### src/rtl/sdram_col_burst.sv
module sdram_col_burst #(
  parameter int COL_W     = 8,
  parameter int LEN_W     = 3,
  parameter int FULL_CODE = 4
) (
  input  logic             clk,
  input  logic             rst,
  input  logic             start,
  input  logic [COL_W-1:0] start_col,
  input  logic [LEN_W-1:0] len_sel,
  input  logic             interleave,
  input  logic             stop,
  output logic [COL_W-1:0] col,
  output logic             valid,
  output logic [COL_W-1:0] beat,
  output logic             last
);

  localparam logic [LEN_W-1:0] FULL_LEN = LEN_W'(FULL_CODE);

  logic [COL_W-1:0] base_q, mask_q, beat_q;
  logic             valid_q, full_q, il_q;

  logic             full_d;
  logic [COL_W:0]   size_d;
  logic [COL_W-1:0] mask_d;
  logic [COL_W-1:0] col_seq, col_il;

  assign full_d = len_sel >= FULL_LEN;
  assign size_d = (COL_W+1)'(1) << len_sel;
  assign mask_d = full_d ? '1 : (size_d[COL_W-1:0] - COL_W'(1));

  assign col_seq = (base_q & ~mask_q) | ((base_q + beat_q) & mask_q);
  assign col_il  = base_q ^ (beat_q & mask_q);

  assign col   = il_q ? col_il : col_seq;
  assign valid = valid_q;
  assign beat  = beat_q;
  assign last  = valid_q & ~full_q & (beat_q == mask_q);

  always_ff @(posedge clk) begin
    if (rst) begin
      valid_q <= 1'b0;
      beat_q  <= '0;
      base_q  <= '0;
      mask_q  <= '0;
      full_q  <= 1'b0;
      il_q    <= 1'b0;
    end else if (start) begin
      valid_q <= 1'b1;
      beat_q  <= '0;
      base_q  <= start_col;
      mask_q  <= mask_d;
      full_q  <= full_d;
      il_q    <= interleave & ~full_d;
    end else if (valid_q) begin
      if (stop || last) begin
        valid_q <= 1'b0;
        beat_q  <= '0;
      end else begin
        beat_q  <= beat_q + COL_W'(1);
      end
    end
  end

endmodule

### config.mk
export PLATFORM = sky130hd
export DESIGN_NAME = sdram_col_burst
export DESIGN_NICKNAME = d
export VERILOG_FILES = /design/src/rtl/sdram_col_burst.sv
export SDC_FILE = /design/constraint.sdc
export NUM_CORES = 1
export LEC_CHECK = 0
export ABC_CLOCK_PERIOD_IN_PS = 2800
export BUFFER_PORTS_ARGS = -buffer_cell sky130_fd_sc_hd__clkbuf_2
export CAP_MARGIN = 20
export CORE_MARGIN = 2
export CORE_UTILIZATION = 54
export DETAILED_ROUTE_END_ITERATION = 10
export PLACE_DENSITY = 0.79
export SLEW_MARGIN = 10
export SYNTH_ARGS = -nofsm -noshare
export SYNTH_HDL_FRONTEND = slang
export SYNTH_SLANG_ARGS = --single-unit
export TNS_END_PERCENT = 30
### constraint.sdc
create_clock -name clk -period 2.8 [get_ports clk]
set_input_delay 0.56 -clock clk [delete_from_list [all_inputs] [get_ports clk]]
set_output_delay 0.56 -clock clk [all_outputs]
set_load 0.02 [all_outputs]
==> results.json, run 1 <==
{
  "status": "finished clean",
  "synth-edff-count": 0,
  "globalplace.congestion": 0.7801,
  "whs_ns": 0.4510,
  "path_delay_family": "simple AND/OR/NAND/NOR gates",
  "fin_skew_ns": 0.006647,
  "fillers": 256,
  "power_uw": 740.5,
  "slew_headroom": 0.6236,
  "period_share": 0.9986,
  "port-buffer-count": 33,
  "ys_top_cells_by_area": "dfxtp_1 (32%), ha_1 (12%), mux2i_1 (6.0%)",
  "multi_input_area_mm2": 0.001135,
  "yosysWarningCount": 0,
  "die_x_um": 59.66,
  "maxCapViolations": 0,
  "yosysUniqueCellTypes": 45,
  "vias_per_cell": 5.835,
  "hp-class": "in2reg",
  "ant_nets": 0,
  "setup_viol": 0,
  "path_max_fanout": 2,
  "antenna_found_initial": 0,
  "cp_data_arrival_time_ns": 2.24,
  "drive_gt1_frac": 0.2939,
  "clock-sinks": 27,
  "required_ns": 2.24,
  "synth_top_family_by_area": "simple AND/OR/NAND/NOR gates",
  "antenna_cells": 0,
  "yosysTopAreaCellShare": 0.3231,
  "synth-seq-area-share": 0.3231,
  "clk_path_buf_depth": 2,
  "endpoint_kind": "output port",
  "synth_mux_area_frac": 0.07330,
  "core_mm2": 0.003003,
  "grt_max_degree": 26,
  "slew_violations": 0,
  "syn_nets": 223,
  "cts_buffers": 3,
  "grt_usage": 0.2224,
  "syn_area_mm2": 0.001673,
  "power_density_mw_per_mm2": 366.9,
  "clock_latency_ns": 0.33,
  "seqPwrFrac": 0.569,
  "drc": 0,
  "root_buffer": "clkbuf_4",
  "start_kind": "flip-flop",
  "ctsHoldBuffers": 0,
  "seqCellArea_um2": 556.8,
  "htreeDepth": 1,
  "final_nets": 262,
  "synthXorXnorAreaFrac": 0.03141,
  "drt-total-wl_mm": 3.763,
  "synthSimpleGateAreaFrac": 0.2049,
  "peakVddDrop_mv": 0.2256,
  "min_period_ns": 2.796,
  "wl_per_cell_um": 14.42,
  "synth_area_per_cell_um2": 8.804,
  "syn_inst": 190,
  "finalHoldViolCount": 0,
  "mostFrequentLayoutCells": "clkbuf_2 (31), nor2_1 (22), dfxtp_1 (18)",
  "final_common_cell": "clkbuf_2",
  "final_util": 0.6721,
  "path_cells": "ha_4 > inv_2 > fa_2 > nor2b_2 > o31a_1 > o21a_1 > nor3_1 > or3b_1 > clkbuf_8",
  "cp_slowest_cell": "dfxtp_2",
  "initial_core_util": 0.5571,
  "dr.pass1.iters": 4,
  "synth_seq_cells": 27,
  "synth-main-ff-cell": "dfxtp_1",
  "crit_type": "reg2out",
  "netSwitchingPower_uw": 221.5,
  "finalInstanceArea_mm2": 0.002018,
  "rsz0062_at_grt": "true",
  "critPathMaxStageDelay_ns": 0.39,
  "tritoncts": "built",
  "dp_cells": 255,
  "ys_async_sr_fraction": 0,
  "r2r_slack_ns": 0.70,
  "grt_pass1_vias": 1316,
  "io_pins": 34,
  "power.leakage_uw": 0.0008909,
  "row_count": 20,
  "yosys.area_share.adder": 0.1316,
  "clkPwrFrac": 0.242,
  "grt_pass1_wl_mm": 5.989,
  "via_count": 1523,
  "die_area_mm2": 0.003559,
  "place_area_mm2": 0.001891,
  "tightest_slew_ns": 0.5640,
  "fin_cells": 261,
  "dp_hpwl_mm": 2.675,
  "clkTransAtPathRegs_ns": 0.16,
  "drt_iter0_drc": 59,
  "swShare": 0.2991,
  "clock.fmax_mhz": 357.6,
  "synth_compound_area_frac": 0.2042,
  "grt-ovfl-total": 0,
  "die_h_um": 59.66,
  "areaGrowthSynthToFinish_pct": 20.64,
  "p_int_uw": 519.0,
  "synth_top_area_cell": "dfxtp_1",
  "p_comb_frac": 0.189,
  "cp_num_buf_inv": 2
}
-- final cells by class --
class | instances | share of cell area
Multi-Input combinational cell | 151 | 0.5623
Sequential cell | 27 | 0.2759
Timing Repair Buffer | 41 | 0.1172
Tap cell | 33 | 0.02046
Clock buffer | 3 | 0.01116
Inverter | 5 | 0.009299
Clock inverter | 1 | 0.003720
-- worst register-to-register path, stage by stage, from the launching register on --
cell	delay [ns]
dfxtp_1	0.37
buf_4	0.17
ha_1	0.29
nor4_1	0.06
nand3_1	0.11
nor3b_4	0.52
a41oi_1	0.21
a311oi_1	0.29
-- worst paths after layout --
check / from / end / depth (start not counted)
setup / recovery: beat[0] / col[6] / 9
hold / removal: start_col[5] / base_q[5] / 3
hold reg to reg: full_q / full_q / 2
setup reg to reg: beat[2] / beat[6] / 7
-- registers in the layout, indices dropped and copies added (netlist names) --
signal / count
valid: 1
base_q: 8
beat: 8
mask_q: 8
full_q: 1
il_q: 1
-- Yosys cell counts (all sizes together), types with 4 or more instances --
master and instances:
buf 4, nor2 22, ha 16, mux2i 10
a211oi 4, inv 5, o21ai 5, a311oi 6
dfxtp 27, nand3 7, nand2b 11, nand2 8
a21oi 17
-- stage by stage --
| stage | TNS (ns) | setup WS, ns |
|---|---|---|
| 2_1_floorplan | 0 | 0.1975 |
| 3_3_place_gp | 0 | 0.2553 |
| 3_5_place_dp | 0 | 0.2159 |
| 4_1_cts | -0.06875 | -0.06875 |
| 5_1_grt | -0.1878 | -0.1114 |
| 6_report | 0 | 0.003849 |
-- power groups by stage --
stage / Clock, uW / Sequential (uW) / Combinational, uW
floorplan: 0 / 425 / 93.9
global placement: 0 / 428 / 130
detailed placement: 0 / 429 / 132
CTS: 179 / 421 / 140
global route: 199 / 424 / 155
finish: 179 / 421 / 140
-- repair_timing --
item / CTS / global route
gates resized for setup: 19 / 4
setup buffers: 1 / 1
cloned: 0 / 0
pin swaps: 3 / 4
endpoints found under the setup margin: 3 / 3
hold endpoints to repair: 0 / 0
-- routing by layer --
layer	track usage	up-vias	part of all wire	wire length, um
li1	-	780	-	-
met1	0.2844	695	0.45	1694
met2	0.3804	43	0.49	1837
met3	0.03680	5	0.052	195
met4	0.06984	0	0.0093	35
met5	0	-	0	0
-- kinds of logic (layout without fill, tap and decap cells) --
logic type,count (synthesis),count (layout)
AO/OA/AOI/OAI,50,50
flip-flops,27,27
AND/OR/NAND/NOR,66,66
XOR/XNOR,6,6
multiplexers,12,12
buffers and inverters,12,50
adder cells (fa/ha/maj),17,17
No activity file was read; power rests on OpenSTA's default activity.
==> run 2, diff against run 1 <==
Settings changed: RECOVER_POWER set to 50, TNS_END_PERCENT 30 to not set.
==> run 2 against run 1 <==
Effect of this change: the run now ends with negative setup slack left; clock skew is 0.0088 ns higher; clock power is 2% higher; die area stayed put; utilization is 0.67 points higher; largest cell class unchanged; global-route usage stayed put; sequential share of layout area is 0.087 points lower; critical path type unchanged; via count is 1.3% higher; first-iteration DRC count is 32% higher.
==> results.json, run 2 (synthesis gave the netlist of run 1 again) <==
{
  "status": "complete, but fails checks",
  "violations": "negative setup slack",
  "finalHoldViolCount": 0,
  "dp_hpwl_mm": 2.675,
  "ant_nets": 0,
  "vias_per_cell": 5.867,
  "die_area_mm2": 0.003559,
  "port-buffer-count": 33,
  "path_delay_family": "simple AND/OR/NAND/NOR gates",
  "areaGrowthSynthToFinish_pct": 21.84,
  "slew_headroom": 0.1998,
  "grt_max_degree": 26,
  "clk_path_buf_depth": 2,
  "io_pins": 34,
  "worst_r2r_path_depth": 7,
  "start_kind": "flip-flop",
  "drt-total-wl_mm": 3.802,
  "final_nets": 264,
  "slew_violations": 0,
  "mostFrequentLayoutCells": "clkbuf_2 (28), nor2_1 (22), a21oi_1 (17), dfxtp_1 (17), ha_1 (12)",
  "antenna_cells": 0,
  "crit_cells": 9,
  "cts_buffers": 3,
  "power_density_mw_per_mm2": 366.1,
  "ctsHoldBuffers": 0,
  "power_uw": 746.2,
  "setup_slack_ns": -0.005706,
  "tns_ns": -0.005706,
  "clock-sinks": 27,
  "cp_slowest_cell": "dfxtp_2",
  "fin_skew_ns": 0.01541,
  "crit_type": "reg2out",
  "grt-ovfl-total": 0,
  "drt_iter0_drc": 78,
  "finalInstanceArea_mm2": 0.002038,
  "pre_cts_slack_ns": 0.2159,
  "fillers": 255,
  "peakVddDrop_mv": 0.2327,
  "cp-endpoint": "col[6]",
  "initial_core_util": 0.5571,
  "path_max_fanout": 2,
  "r2r_slack_ns": 0.71,
  "final_common_cell": "clkbuf_2",
  "min_period_ns": 2.806,
  "place_area_mm2": 0.001891,
  "required_ns": 2.24,
  "drive_gt1_frac": 0.2957,
  "maxCapViolations": 0,
  "grt_usage": 0.2224,
  "clkTransAtPathRegs_ns": 0.17,
  "die_h_um": 59.66,
  "critPathMaxStageDelay_ns": 0.39,
  "clock.fmax_mhz": 356.4,
  "via_count": 1543,
  "crit_start": "base_q[0]",
  "root_buffer": "clkbuf_4",
  "tightest_slew_ns": 1.200,
  "htreeDepth": 1,
  "tritoncts": "built",
  "globalplace.congestion": 0.7801,
  "cp_data_arrival_time_ns": 2.25,
  "r2r-end": "beat[6]",
  "grt_pass1_vias": 1316,
  "cp_num_buf_inv": 2,
  "clock_latency_ns": 0.34,
  "setup_viol": 1,
  "grt_pass1_wl_mm": 5.989,
  "rsz0062_at_grt": "true",
  "power.leakage_uw": 0.0008901,
  "row_count": 20,
  "endpoint_kind": "output port",
  "period_share": 1.002,
  "path_cells": "ha_4 > inv_2 > fa_2 > nor2b_2 > o31a_1 > o21a_1 > nor3_1 > or3b_1 > clkbuf_8",
  "die_x_um": 59.66,
  "wl_per_cell_um": 14.46,
  "hp-class": "in2reg",
  "antenna_found_initial": 0,
  "dr.pass1.iters": 4,
  "r2r-start": "beat[2]",
  "core_mm2": 0.003003,
  "drc": 0
}
-- run 2: cell types whose count changed in the layout (fill, tap and decap cells not counted), sizes merged --
cell and delta:
buf +2
-- run 2: cell type report --
| cell class | count | area, um2 | share of cell area |
|---|---|---|---|
| multi-input cells | 151 | 1140 | 0.5592 |
| flip-flops and latches | 27 | 560.5 | 0.2750 |
| repair buffers | 43 | 247.7 | 0.1215 |
| well taps | 33 | 41.29 | 0.02026 |
| clock buffers | 3 | 22.52 | 0.01105 |
| inverters | 5 | 18.77 | 0.009208 |
| clock inverters | 1 | 7.507 | 0.003683 |
-- run 2: timing repair --
item | in CTS | in global routing
buffers inserted | 1 | 3
hold endpoints to repair | 0 | 0
setup endpoints to repair | 3 | 3
resized for setup | 19 | 7
pin swaps | 3 | 8
-- run 2: metal layers --
metal  routed length (um)  up-vias  global-route usage  share of wire
met3                  193        5             0.03680          0.051
li1                     -      786                   -              -
met5                    0        -                   0              0
met4                   39        0             0.06984          0.010
met2                 1877       45              0.3804           0.49
met1                 1691      707              0.2844           0.44
-- run 2: worst min path at each step --
stage / startpoint / to / slack, ns / cells past startpoint
after floorplan: full_q / full_q / 0.45 / 2
after global placement: mask_q[4] / mask_q[4] / 0.48 / 2
after detailed placement: full_q / full_q / 0.49 / 2
after CTS: start_col[0] / base_q[0] / 0.45 / 3
after global routing: start_col[5] / base_q[5] / 0.43 / 3
final: start_col[5] / base_q[5] / 0.44 / 3
-- run 2: power by group --
part / switching, uW / internal, uW / leakage (uW)
logic: 77.1 / 64.6 / 0.000650
clock network: 129 / 54.7 / 0.0000139
registers: 20.8 / 400 / 0.000227
-- run 2: per-stage QoR --
step                      std cells  utilization  hold slack [ns]
after CTS                       260       0.6675           0.4544
after detailed placement        255       0.6296           0.4869
after global placement          255       0.6296           0.4815
after floorplan                 190            -           0.4502
after global routing            263       0.6788           0.4333
final                           263       0.6788           0.4415
-- run 2: tightest hold or removal path: stages --
cell and delay [ns]:
clkbuf_2 0.08, mux2i_1 0.05, nor2_1 0.07
